[config.mk]
export PLATFORM = sky130hd
export DESIGN_NAME = hw2w_axi_packer
export DESIGN_NICKNAME = d
export VERILOG_FILES = /design/src/rtl/hw2w_pkg.sv /design/src/rtl/hw2w_joiner.sv /design/src/rtl/hw2w_fifo.sv /design/src/rtl/hw2w_burst.sv /design/src/rtl/hw2w_axi_packer.sv
export SDC_FILE = /design/constraint.sdc
export NUM_CORES = 1
export LEC_CHECK = 0
export BUFFER_PORTS_ARGS = -buffer_cell sky130_fd_sc_hd__buf_4
export CORE_MARGIN = 3
export CORE_UTILIZATION = 45
export DETAILED_ROUTE_END_ITERATION = 6
export PLACE_DENSITY = 0.62
export SLEW_MARGIN = 10
export SYNTH_ARGS = -nofsm -noshare
export SYNTH_HDL_FRONTEND = slang
export SYNTH_SLANG_ARGS = --single-unit
[constraint.sdc]
create_clock -name clk -period 13.8 [get_ports clk]
set_clock_uncertainty 0.2 [all_clocks]
set_input_delay 2.76 -clock clk [delete_from_list [all_inputs] [get_ports clk]]
set_output_delay 2.76 -clock clk [all_outputs]
set_load 0.01 [all_outputs]
[src/rtl/hw2w_pkg.sv]
package hw2w_pkg;
  localparam int HALF_W   = 16;
  localparam int WORD_W   = 32;
  localparam int STRB_W   = WORD_W / 8;
  localparam int PAGE_WORDS = 1024;

  localparam logic [2:0] AXSIZE_WORD = 3'b010;
  localparam logic [1:0] AXBURST_INCR = 2'b01;
  localparam logic [1:0] RESP_OKAY = 2'b00;

  typedef struct packed {
    logic [WORD_W-1:0] data;
    logic [STRB_W-1:0] strb;
  } beat_t;

  typedef enum logic [2:0] {
    BS_IDLE,
    BS_PLAN,
    BS_ADDR,
    BS_DATA,
    BS_RESP
  } bstate_t;
endpackage

[src/rtl/hw2w_joiner.sv]
module hw2w_joiner
  import hw2w_pkg::*;
(
  input  logic              clk,
  input  logic              rst,
  input  logic              sess_begin,
  input  logic              begin_upper,
  input  logic              sess_active,
  input  logic              fifo_full,
  input  logic              in_valid,
  input  logic [HALF_W-1:0] in_data,
  input  logic              in_last,
  output logic              in_ready,
  output logic              push,
  output beat_t             push_beat,
  output logic              tail_done
);
  logic              upper_q;
  logic              lo_vld_q;
  logic [HALF_W-1:0] lo_q;
  logic              ended_q;
  logic              take;

  assign in_ready  = sess_active && !ended_q && !fifo_full;
  assign take      = in_valid && in_ready;
  assign push      = take && (upper_q || in_last);
  assign tail_done = ended_q;

  always_comb begin
    if (upper_q) begin
      push_beat.data = {in_data, (lo_vld_q ? lo_q : {HALF_W{1'b0}})};
      push_beat.strb = {2'b11, (lo_vld_q ? 2'b11 : 2'b00)};
    end else begin
      push_beat.data = {{HALF_W{1'b0}}, in_data};
      push_beat.strb = 4'b0011;
    end
  end

  always_ff @(posedge clk) begin
    if (rst) begin
      upper_q  <= 1'b0;
      lo_vld_q <= 1'b0;
      lo_q     <= '0;
      ended_q  <= 1'b0;
    end else if (sess_begin) begin
      upper_q  <= begin_upper;
      lo_vld_q <= 1'b0;
      ended_q  <= 1'b0;
    end else if (take) begin
      if (upper_q) begin
        upper_q  <= 1'b0;
        lo_vld_q <= 1'b0;
      end else if (!in_last) begin
        lo_q     <= in_data;
        lo_vld_q <= 1'b1;
        upper_q  <= 1'b1;
      end
      if (in_last) ended_q <= 1'b1;
    end
  end

  // no halfword is taken once the final one has been stored
  p_closed_after_tail_r12: assert property (@(posedge clk) disable iff (rst)
    ended_q && !sess_begin |=> !take);
endmodule

[src/rtl/hw2w_fifo.sv]
module hw2w_fifo
  import hw2w_pkg::*;
#(
  parameter int DEPTH = 8,
  localparam int PTR_W = $clog2(DEPTH),
  localparam int CNT_W = $clog2(DEPTH + 1)
) (
  input  logic             clk,
  input  logic             rst,
  input  logic             push,
  input  beat_t            push_beat,
  input  logic             pop,
  output beat_t            rd_beat,
  output logic [CNT_W-1:0] count,
  output logic             full
);
  beat_t            mem [DEPTH];
  logic [PTR_W-1:0] wr_ptr;
  logic [PTR_W-1:0] rd_ptr;
  logic [CNT_W-1:0] cnt_q;

  assign count = cnt_q;
  assign full  = (cnt_q == CNT_W'(DEPTH));

  always_ff @(posedge clk) begin
    if (push) mem[wr_ptr] <= push_beat;
  end

  always_ff @(posedge clk) begin
    if (rst)      rd_beat <= '0;
    else if (pop) rd_beat <= mem[rd_ptr];
  end

  always_ff @(posedge clk) begin
    if (rst) begin
      wr_ptr <= '0;
      rd_ptr <= '0;
      cnt_q  <= '0;
    end else begin
      if (push) wr_ptr <= wr_ptr + 1'b1;
      if (pop)  rd_ptr <= rd_ptr + 1'b1;
      case ({push, pop})
        2'b10:   cnt_q <= cnt_q + 1'b1;
        2'b01:   cnt_q <= cnt_q - 1'b1;
        default: cnt_q <= cnt_q;
      endcase
    end
  end

  p_no_overflow_r11: assert property (@(posedge clk) disable iff (rst)
    push |-> !full);
  p_no_underflow_r3: assert property (@(posedge clk) disable iff (rst)
    pop |-> cnt_q != '0);
endmodule

[src/rtl/hw2w_burst.sv]
module hw2w_burst
  import hw2w_pkg::*;
#(
  parameter int ADDR_W = 32,
  parameter int LEN_W  = 8,
  parameter int DEPTH  = 8,
  localparam int CNT_W = $clog2(DEPTH + 1),
  localparam int WA_W  = ADDR_W - 2,
  localparam int BC_W  = 12
) (
  input  logic              clk,
  input  logic              rst,
  input  logic              start,
  input  logic [WA_W-1:0]   base_word,
  input  logic [LEN_W-1:0]  burst_len,
  input  logic [CNT_W-1:0]  fifo_count,
  input  logic              tail_done,
  output logic              sess_begin,
  output logic              busy,
  output logic              err_flag,
  output logic              pop,
  output logic              awvalid,
  input  logic              awready,
  output logic [ADDR_W-1:0] awaddr,
  output logic [LEN_W-1:0]  awlen,
  output logic              wvalid,
  input  logic              wready,
  output logic              wlast,
  input  logic              bvalid,
  output logic              bready,
  input  logic [1:0]        bresp
);
  bstate_t          st;
  logic [WA_W-1:0]  waddr_q;
  logic [LEN_W-1:0] len_q;
  logic [LEN_W-1:0] awlen_q;
  logic             awvalid_q;
  logic             wvalid_q;
  logic             wlast_q;
  logic [LEN_W:0]   ld_cnt;
  logic             bready_q;
  logic             err_q;

  logic [BC_W-1:0]  room;
  logic [BC_W-1:0]  want;
  logic [BC_W-1:0]  avail;
  logic [BC_W-1:0]  plan_beats;

  assign sess_begin = start && (st == BS_IDLE);
  assign busy       = (st != BS_IDLE);
  assign err_flag   = err_q;
  assign awvalid    = awvalid_q;
  assign awaddr     = {waddr_q, 2'b00};
  assign awlen      = awlen_q;
  assign wvalid     = wvalid_q;
  assign wlast      = wlast_q;
  assign bready     = bready_q;

  always_comb begin
    room  = BC_W'(PAGE_WORDS) - BC_W'(waddr_q[9:0]);
    avail = BC_W'(fifo_count);
    want  = BC_W'(len_q) + 1'b1;
    if (room < want) want = room;
    if (BC_W'(DEPTH) < want) want = BC_W'(DEPTH);
    if (avail >= want)                   plan_beats = want;
    else if (tail_done && avail != '0)   plan_beats = avail;
    else                                 plan_beats = '0;
  end

  assign pop = (st == BS_DATA) && (!wvalid_q || wready) &&
               !(wvalid_q && wlast_q) && (ld_cnt <= {1'b0, awlen_q});

  always_ff @(posedge clk) begin
    if (rst) begin
      st        <= BS_IDLE;
      waddr_q   <= '0;
      len_q     <= '0;
      awlen_q   <= '0;
      awvalid_q <= 1'b0;
      wvalid_q  <= 1'b0;
      wlast_q   <= 1'b0;
      ld_cnt    <= '0;
      bready_q  <= 1'b0;
      err_q     <= 1'b0;
    end else begin
      case (st)
        BS_IDLE: begin
          if (start) begin
            waddr_q <= base_word;
            len_q   <= burst_len;
            err_q   <= 1'b0;
            st      <= BS_PLAN;
          end
        end
        BS_PLAN: begin
          if (plan_beats != '0) begin
            awlen_q   <= LEN_W'(plan_beats - 1'b1);
            awvalid_q <= 1'b1;
            st        <= BS_ADDR;
          end
        end
        BS_ADDR: begin
          if (awready) begin
            awvalid_q <= 1'b0;
            ld_cnt    <= '0;
            st        <= BS_DATA;
          end
        end
        BS_DATA: begin
          if (wvalid_q && wready && wlast_q) begin
            wvalid_q <= 1'b0;
            wlast_q  <= 1'b0;
            bready_q <= 1'b1;
            waddr_q  <= waddr_q + WA_W'(awlen_q) + 1'b1;
            st       <= BS_RESP;
          end else if (pop) begin
            wvalid_q <= 1'b1;
            wlast_q  <= (ld_cnt == {1'b0, awlen_q});
            ld_cnt   <= ld_cnt + 1'b1;
          end
        end
        BS_RESP: begin
          if (bvalid) begin
            bready_q <= 1'b0;
            if (bresp != RESP_OKAY) err_q <= 1'b1;
            st <= (tail_done && fifo_count == '0) ? BS_IDLE : BS_PLAN;
          end
        end
        default: st <= BS_IDLE;
      endcase
    end
  end

  p_aw_hold_r2: assert property (@(posedge clk) disable iff (rst)
    awvalid_q && !awready |=> awvalid_q && $stable(waddr_q) && $stable(awlen_q));
  p_w_hold_r6: assert property (@(posedge clk) disable iff (rst)
    wvalid_q && !wready |=> wvalid_q && $stable(wlast_q));
  p_one_outstanding_r7: assert property (@(posedge clk) disable iff (rst)
    awvalid_q |-> !wvalid_q && !bready_q);
  p_page_kept_r9: assert property (@(posedge clk) disable iff (rst)
    awvalid_q |-> (BC_W'(waddr_q[9:0]) + BC_W'(awlen_q)) < BC_W'(PAGE_WORDS));
  p_err_sticky_r10: assert property (@(posedge clk) disable iff (rst)
    err_q && !sess_begin |=> err_q);
endmodule

[src/rtl/hw2w_axi_packer.sv]
module hw2w_axi_packer
  import hw2w_pkg::*;
#(
  parameter int ADDR_W     = 32,
  parameter int LEN_W      = 8,
  parameter int FIFO_DEPTH = 8
) (
  input  logic              clk,
  input  logic              rst,
  input  logic              start,
  input  logic [ADDR_W-1:0] base_addr,
  input  logic [LEN_W-1:0]  burst_len,
  output logic              busy,
  output logic              err_flag,
  input  logic              in_valid,
  output logic              in_ready,
  input  logic [15:0]       in_data,
  input  logic              in_last,
  output logic              m_awvalid,
  input  logic              m_awready,
  output logic [ADDR_W-1:0] m_awaddr,
  output logic [LEN_W-1:0]  m_awlen,
  output logic [2:0]        m_awsize,
  output logic [1:0]        m_awburst,
  output logic              m_wvalid,
  input  logic              m_wready,
  output logic [31:0]       m_wdata,
  output logic [3:0]        m_wstrb,
  output logic              m_wlast,
  input  logic              m_bvalid,
  output logic              m_bready,
  input  logic [1:0]        m_bresp
);
  localparam int CNT_W = $clog2(FIFO_DEPTH + 1);

  logic             sess_begin;
  logic             push;
  logic             pop;
  logic             fifo_full;
  logic             tail_done;
  logic [CNT_W-1:0] fifo_count;
  beat_t            push_beat;
  beat_t            rd_beat;

  assign m_awsize  = AXSIZE_WORD;
  assign m_awburst = AXBURST_INCR;
  assign m_wdata   = rd_beat.data;
  assign m_wstrb   = rd_beat.strb;

  hw2w_joiner u_join (
    .clk         (clk),
    .rst         (rst),
    .sess_begin  (sess_begin),
    .begin_upper (base_addr[1]),
    .sess_active (busy),
    .fifo_full   (fifo_full),
    .in_valid    (in_valid),
    .in_data     (in_data),
    .in_last     (in_last),
    .in_ready    (in_ready),
    .push        (push),
    .push_beat   (push_beat),
    .tail_done   (tail_done)
  );

  hw2w_fifo #(.DEPTH(FIFO_DEPTH)) u_fifo (
    .clk       (clk),
    .rst       (rst),
    .push      (push),
    .push_beat (push_beat),
    .pop       (pop),
    .rd_beat   (rd_beat),
    .count     (fifo_count),
    .full      (fifo_full)
  );

  hw2w_burst #(.ADDR_W(ADDR_W), .LEN_W(LEN_W), .DEPTH(FIFO_DEPTH)) u_burst (
    .clk        (clk),
    .rst        (rst),
    .start      (start),
    .base_word  (base_addr[ADDR_W-1:2]),
    .burst_len  (burst_len),
    .fifo_count (fifo_count),
    .tail_done  (tail_done),
    .sess_begin (sess_begin),
    .busy       (busy),
    .err_flag   (err_flag),
    .pop        (pop),
    .awvalid    (m_awvalid),
    .awready    (m_awready),
    .awaddr     (m_awaddr),
    .awlen      (m_awlen),
    .wvalid     (m_wvalid),
    .wready     (m_wready),
    .wlast      (m_wlast),
    .bvalid     (m_bvalid),
    .bready     (m_bready),
    .bresp      (m_bresp)
  );

  p_base_even_r8: assert property (@(posedge clk) disable iff (rst)
    start && !busy |-> !base_addr[0]);
  p_stall_full_r11: assert property (@(posedge clk) disable iff (rst)
    fifo_full |-> !in_ready);
endmodule

==> metrics.csv, run 1 <==
stage,metric,value,unit
route,wire length per cell after detailed routing,19.9,microns
setup_path,Worst Path Max Fanout,11,
global_route,total global routing overflow,0,
logic_synthesis,gate count after technology mapping,1324,
logic_synthesis,simple-gate share of the synthesized area,9.88,%
route,vias after detailed routing,11000,
clocking,Post-CTS Hold Buffers,0,
timing,Setup TNS,0,ns
layout,"commonest cells after routing, fill and taps aside","272 x sky130_fd_sc_hd__edfxtp_1, 166 x sky130_fd_sc_hd__buf_4, 122 x sky130_fd_sc_hd__dfxtp_1",
timing,"Period Utilization, post-route",46.7,%
clocking,CTS HTree Levels,2,
setup_path,Critical Path End Type,flop,
global_route,antenna violations before repair,2,
placement,dpl hpwl,24000,microns
clocking,CTS tree,built,
logic_synthesis,post-synthesis cell area,0.0173,sq mm
logic_synthesis,fraction of synthesized cell area in xor and xnor cells,1.22,%
clocking,setup bufs post-CTS,0,
die,die extent in y,202,microns
setup_path,category of the worst setup path launch point,flop,
timing,Final setup violation count,0,
die,initial core utilization,45.8,%
route,number of vias per cell,5.52,
logic_synthesis,top cell type by total area after synthesis,sky130_fd_sc_hd__edfxtp_1,
layout,share of cells above drive strength 1,22.0,%
timing,slew margin rel.,19.0,%
job,Maximum Capacitance Violations,0,
route,WL final,39700,microns
global_route,vias in the first global route,10700,
clocking,number of clock sinks,398,
setup_path,Most Frequent Cell on Critical Path,sky130_fd_sc_hd__ha_1,
global_route,global-route wire length before repair,61800,microns
timing,number of slew-limit violations in the final report,0,
global_route,pin count of the biggest net entering global routing,78,
layout,ant diodes,0,
timing,Tightest Pin Transition,1.21,ns
clocking,clock transition at the register clock pins on the worst setup and hold paths after CTS,0.06,ns
logic_synthesis,"Primary FF master, synth",sky130_fd_sc_hd__edfxtp_1,
timing,number of failing hold endpoints at the final stage,0,
clocking,Worst-Skew Late Latency,0.56,ns
logic_synthesis,Compound-Gate Fraction of Synth Area,9.54,%
route,Routed Antenna Nets,0,
power_and_ir_drop,leakage component of the power,6.91,nW
logic_synthesis,average size of a mapped cell,13.1,sq um
clocking,root buffer cell,sky130_fd_sc_hd__clkbuf_16,
logic_synthesis,Synth Area in Adders,2.91,%
logic_synthesis,count of distinct cell types in the synthesized netlist,71,
die,site row count,71,
setup_path,CP Cell Sequence,inv_1 -> ha_1 -> xor2_1 -> inv_1 -> ha_1 -> o211a_1 -> a2111oi_0 -> nor3_1 -> or4_1 -> mux2_4 -> inv_1 -> nand2_1 -> ha_1 -> nand2_1 -> o21ai_0 -> nor4bb_1 -> a311oi_2 -> ha_1 -> nand3_1 -> o32a_4 -> nand2_1 -> or3_1 -> a21oi_1,
timing,post-layout minimum cycle time,6.45,ns
setup_path,WP data arrival,6.72,ns
logic_synthesis,Seq cells post-synth,398,
setup_path,biggest cell delay along the critical path,0.90,ns
route,residual DRC count,0,
clocking,Max Buffers Root-to-Sink,3,
placement,final RePlAce weighted congestion,0.821,
layout,"Design Area, Final",0.0202,sq mm
die,number of ports placed on the die boundary,154,
outcome,result of the run,"complete, no violations",
layout,"leading cell type in the layout, fill and taps excluded",sky130_fd_sc_hd__edfxtp_1,
hold_path,min-delay src,u_join.lo_q[7],
setup_path,Crit Path Category,reg -> reg,
die,horizontal die dimension,202,microns
timing,maximum operating frequency,155,MHz
timing,setup repair after global routing missed its margin,false,
logic_synthesis,dominant combinational cell family by area after synthesis,multiplexers,
setup_path,first element of the critical path,u_burst.waddr_q[1],
die,Die ar.,0.0408,sq mm
power_and_ir_drop,ratio of total power to cell area,165,mW/mm^2
logic_synthesis,number of enable-type register cells in the synthesized netlist,272,
clocking,PostCTS Resize Cnt,0,
setup_path,Critical Path Slowest Stage Cell,sky130_fd_sc_hd__o21ai_0,
power_and_ir_drop,worst supply voltage drop on vdd,0.116,mV
logic_synthesis,fraction of synthesized cell area taken by the top area cell type,47.2,%
layout,Final Net Count,1555,
logic_synthesis,multiplexer share of the synthesized area,11.3,%
logic_synthesis,sequential-to-total area share from yosys stat,61.8,%
placement,PortBufs,145,
die,Core Region,0.0378,sq mm
layout,Layout area overhead,16.9,%
hold_path,classification of the worst-slack hold path,reg -> reg,
setup_path,critical path data required time,14.08,ns
route,drt first-iter violations,765,
logic_synthesis,top area cells in the synthesized netlist,"sky130_fd_sc_hd__edfxtp_1 47%, sky130_fd_sc_hd__dfxtp_1 15%, sky130_fd_sc_hd__mux4_2 8.9%",
route,Detailed Routing Iterations Pass 1,5,
setup_path,launch point of the worst reg-to-reg path,u_burst.waddr_q[1],
clocking,cts bufs inserted,43,
logic_synthesis,count of synthesis-stage warnings from yosys,0,
global_route,overall global routing resource usage,19.3,%
logic_synthesis,"Async S/R FF share, synth",0,%
layout,filler cell count,3207,
placement,placed instance area,0.0189,sq mm
-- power by group --
group / internal, mW / total [mW] / switching [mW] / leakage (nW)
Clock: 0.616 / 1.08 / 0.463 / 0.653
Combinational: 0.337 / 0.768 / 0.431 / 2.75
Sequential: 1.39 / 1.49 / 0.0931 / 3.51
-- synthesized netlist by cell type (all sizes together) (5+ instances only) --
| cell type | n |
|---|---|
| edfxtp | 272 |
| dfxtp | 126 |
| nand2 | 110 |
| nor2 | 102 |
| a21oi | 74 |
| mux4 | 68 |
| clkbuf | 67 |
| a211oi | 49 |
| inv | 48 |
| o21ai | 48 |
| nand3 | 42 |
| mux2i | 40 |
| ha | 37 |
| buf | 23 |
| and2 | 22 |
| nor3 | 20 |
| xnor2 | 15 |
| a311oi | 12 |
| or3 | 10 |
| and3 | 9 |
| xor2 | 9 |
| nand2b | 8 |
| o22ai | 7 |
| a21o | 6 |
| nand4 | 6 |
| nor4 | 6 |
| o21a | 6 |
| or2 | 6 |
| nor2b | 5 |
-- final timing paths --
kind / cells past startpoint / to / slack, ns
hold / removal: 2 / u_join.lo_q[7] / 0.25
hold reg to reg: 2 / u_join.lo_q[7] / 0.25
setup reg to reg: 23 / u_burst.awlen[7] / 7.35
setup / recovery: 23 / u_burst.awlen[7] / 7.35
-- sequential cells by signal (all words and copies together) (netlist names), 3 cells and up --
register         count
u_burst.awlen        8
u_burst.ld_cnt       9
u_burst.len_q        8
u_burst.st           3
u_burst.waddr_q     30
u_fifo.count         4
u_fifo.mem         272
u_fifo.rd_beat      34
u_fifo.rd_ptr        3
u_fifo.wr_ptr        3
u_join.lo_q         16
-- cells by family after synthesis --
| logic type | count (synthesis) |
|---|---|
| xor+xnor | 24 |
| compound gates | 250 |
| buf+inv | 139 |
| simple gates | 362 |
| fa+ha+maj | 39 |
| flops | 398 |
| other cells | 2 |
| mux | 110 |
-- metal layers --
layer / global-route usage, % / share of wire [%] / up-vias
met1: 26.6 / 43 / 5391
met2: 31.7 / 48 / 318
met4: 4.71 / 1.6 / 4
met5: 0 / 0.088 / -
met3: 4.01 / 6.6 / 52
li1: - / - / 5249
-- per-stage QoR --
stage                     total power [mW]  setup slack (ns)  hold slack [ns]  util (%)  instances
after floorplan                       2.03              7.50            0.237         -       1329
after global placement                2.27              7.46            0.242      50.0       1916
after detailed placement              2.29              7.41            0.247      50.0       1916
after CTS                             3.37              7.37            0.255      53.6       1996
after global routing                  3.52              6.85            0.272      53.6       1996
final                                 3.33              7.35            0.254      53.6       1996
-- area by class of cell --
type | instances | area (sq um) | share of cell area (%)
inverter | 49 | 184 | 0.910
multi-input combinational | 792 | 6120 | 30.3
clock inverter | 22 | 174 | 0.860
sequential | 398 | 10700 | 52.9
clock buffer | 58 | 1160 | 5.75
timing repair buffer | 166 | 1250 | 6.16
tap | 511 | 639 | 3.16
-- critical path, delay by kind of cell, from the launching register on --
kind,cells,cell delay (ns)
compound gates,6,1.85
mux,1,0.37
simple gates,8,1.90
flops,1,0.51
xor+xnor,1,0.18
buf+inv,3,0.25
fa+ha+maj,4,1.12
No activity file was read; power rests on OpenSTA's default activity.
==> run 2: changes to the inputs <==
- clock period: 13.8 -> 6.55 ns (I/O delays scaled with it)
==> metrics.csv, run 2 (synthesis results as in run 1) <==
stage,metric,value,unit
outcome,result of the run,"complete, no violations",
layout,largest registers ranked by flip-flop count,"u_fifo.mem (272), u_fifo.rd_beat (34), u_burst.waddr_q (30)",
clocking,Max Buffers Root-to-Sink,3,
die,Core Region,0.0378,sq mm
clocking,Worst-Skew Late Latency,0.55,ns
layout,Final Net Count,1555,
placement,dpl hpwl,24100,microns
placement,placed instance area,0.0189,sq mm
route,residual DRC count,0,
hold_path,classification of the worst-slack hold path,reg -> reg,
layout,"Design Area, Final",0.0202,sq mm
route,Detailed Routing Iterations Pass 1,6,
die,die extent in y,202,microns
clocking,CTS HTree Levels,2,
clocking,root buffer cell,sky130_fd_sc_hd__clkbuf_16,
clocking,number of clock sinks,398,
global_route,overall global routing resource usage,19.8,%
power_and_ir_drop,leakage component of the power,6.92,nW
timing,post-layout minimum cycle time,5.73,ns
setup_path,critical path data required time,6.81,ns
die,Die ar.,0.0408,sq mm
setup_path,category of the worst setup path launch point,flop,
setup_path,CP Cell Sequence,inv_1 -> ha_1 -> xor2_1 -> inv_1 -> ha_1 -> o211a_1 -> a2111oi_0 -> nor3_1 -> or4_1 -> mux2_4 -> inv_1 -> nand2_1 -> ha_1 -> nand2_1 -> o21ai_0 -> buf_4 -> nor4bb_1 -> a311oi_2 -> ha_1 -> nand3_1 -> o32a_4 -> nand2_1 -> or3_1 -> a21oi_1,
die,horizontal die dimension,202,microns
timing,Hold WS,0.257,ns
timing,"Period Utilization, post-route",87.5,%
timing,Tightest Pin Transition,1.04,ns
setup_path,number of buffers and inverters on the critical path,4,
clocking,Post-CTS Hold Buffers,0,
setup_path,Crit Path Category,reg -> reg,
setup_path,WP data arrival,5.99,ns
setup_path,Critical Path End Type,flop,
layout,max reg flops,272,
setup_path,Most Frequent Cell on Critical Path,sky130_fd_sc_hd__ha_1,
hold_path,min-delay src,u_join.lo_q[3],
global_route,vias in the first global route,11000,
timing,number of failing hold endpoints at the final stage,0,
setup_path,capture instance of the worst register-to-register path,u_burst.awlen[7],
placement,final RePlAce weighted congestion,0.818,
die,site row count,71,
layout,share of cells above drive strength 1,21.8,%
setup_path,path length in cells of the critical path,24,
setup_path,critical path's top delay family,simple AND/OR/NAND/NOR gates,
route,wire length per cell after detailed routing,20.2,microns
die,number of ports placed on the die boundary,154,
setup_path,Critical Path Slowest Stage Cell,sky130_fd_sc_hd__or4_1,
timing,Final setup violation count,0,
hold_path,hold path depth,2,
setup_path,first element of the critical path,u_burst.waddr_q[1],
global_route,pin count of the biggest net entering global routing,78,
clocking,CTS tree,built,
timing,maximum operating frequency,175,MHz
clocking,PostCTS Resize Cnt,0,
clocking,setup bufs post-CTS,0,
setup_path,worst reg2reg path depth,24,
global_route,antenna violations before repair,2,
global_route,total global routing overflow,0,
layout,"leading cell type in the layout, fill and taps excluded",sky130_fd_sc_hd__edfxtp_1,
placement,PortBufs,145,
hold_path,worst hold endpoint,u_join.lo_q[3],
route,Routed Antenna Nets,0,
setup_path,Worst Path Max Fanout,11,
job,Maximum Capacitance Violations,0,
timing,slew margin rel.,30.5,%
route,WL final,40200,microns
layout,"commonest cells after routing, fill and taps aside","272 x sky130_fd_sc_hd__edfxtp_1, 167 x sky130_fd_sc_hd__buf_4, 122 x sky130_fd_sc_hd__dfxtp_1",
layout,ant diodes,0,
setup_path,internal reg-to-reg setup slack,0.82,ns
power_and_ir_drop,ratio of total power to cell area,350,mW/mm^2
clocking,clock transition at the register clock pins on the worst setup and hold paths after CTS,0.06,ns
route,vias after detailed routing,11100,
route,drt first-iter violations,719,
layout,most flop-heavy register,u_fifo.mem,
setup_path,launch point of the worst reg-to-reg path,u_burst.waddr_q[1],
layout,Layout area overhead,17.1,%
clocking,cts bufs inserted,42,
timing,setup repair after global routing missed its margin,false,
setup_path,biggest cell delay along the critical path,0.65,ns
die,initial core utilization,45.8,%
power_and_ir_drop,worst supply voltage drop on vdd,0.233,mV
route,number of vias per cell,5.56,
global_route,global-route wire length before repair,63700,microns
timing,Setup TNS,0,ns
timing,number of slew-limit violations in the final report,0,
[run 2: cell types whose count changed in the layout (fill, tap and decap cells not counted), moves of 2 or more]
| cell | change |
|---|---|
| sky130_fd_sc_hd__clkbuf_1 | +3 |
| sky130_fd_sc_hd__clkinv_2 | -6 |
| sky130_fd_sc_hd__clkbuf_8 | +3 |
| sky130_fd_sc_hd__clkinv_1 | -2 |
| sky130_fd_sc_hd__bufinv_16 | +2 |
[run 2: layer usage]
layer  vias up  global-route usage, %  part of all wire (%)
li1       5237                      -                     -
met1      5481                   27.3                    44
met2       303                   32.5                    48
met3        60                   3.53                   6.1
met4         4                   5.56                   2.3
met5         -                      0                 0.099
[run 2: area by class of cell]
type                       instances  area (sq um)
sequential                       398         10700
clock buffer                      63          1190
multi-input combinational        792          6120
clock inverter                    14           168
timing repair buffer             167          1250
tap                              511           639
fill                            3223         17500
inverter                          49           184
[run 2: worst register-to-register path, delay by kind of cell (launching register included)]
kind | cells | cell delay (ns)
and+or+nand+nor | 8 | 1.77
xor gates and xnor gates | 1 | 0.18
DFF | 1 | 0.50
muxes | 1 | 0.38
AOI/OAI and AO/OA | 6 | 1.13
adders and majority gates | 4 | 1.05
buffers and inverters | 4 | 0.44
[run 2: power breakdown]
part           leakage (nW)  internal [mW]  total [mW]  switching [mW]
registers              3.51           2.93        3.14           0.203
clock network         0.659           1.38        2.34           0.958
logic                  2.75          0.716        1.62           0.904
[run 2: through the flow]
stage	setup slack (ns)	utilization, %	std cells	power [mW]
finish	0.822	53.6	1994	7.09
global route	0.380	53.6	1994	7.50
CTS	0.772	53.6	1994	7.18
detailed placement	0.800	50.0	1917	4.82
global placement	0.878	50.0	1917	4.78
floorplan	0.910	-	1329	4.27
[run 2: worst max path at each step]
stage | to | slack, ns
6_report | u_burst.awlen[7] | 0.82
5_1_grt | u_burst.awlen[7] | 0.38
4_1_cts | u_burst.awlen[5] | 0.77
3_5_place_dp | u_burst.awlen[5] | 0.80
3_3_place_gp | u_burst.awlen[5] | 0.88
2_1_floorplan | u_burst.awlen[3] | 0.91
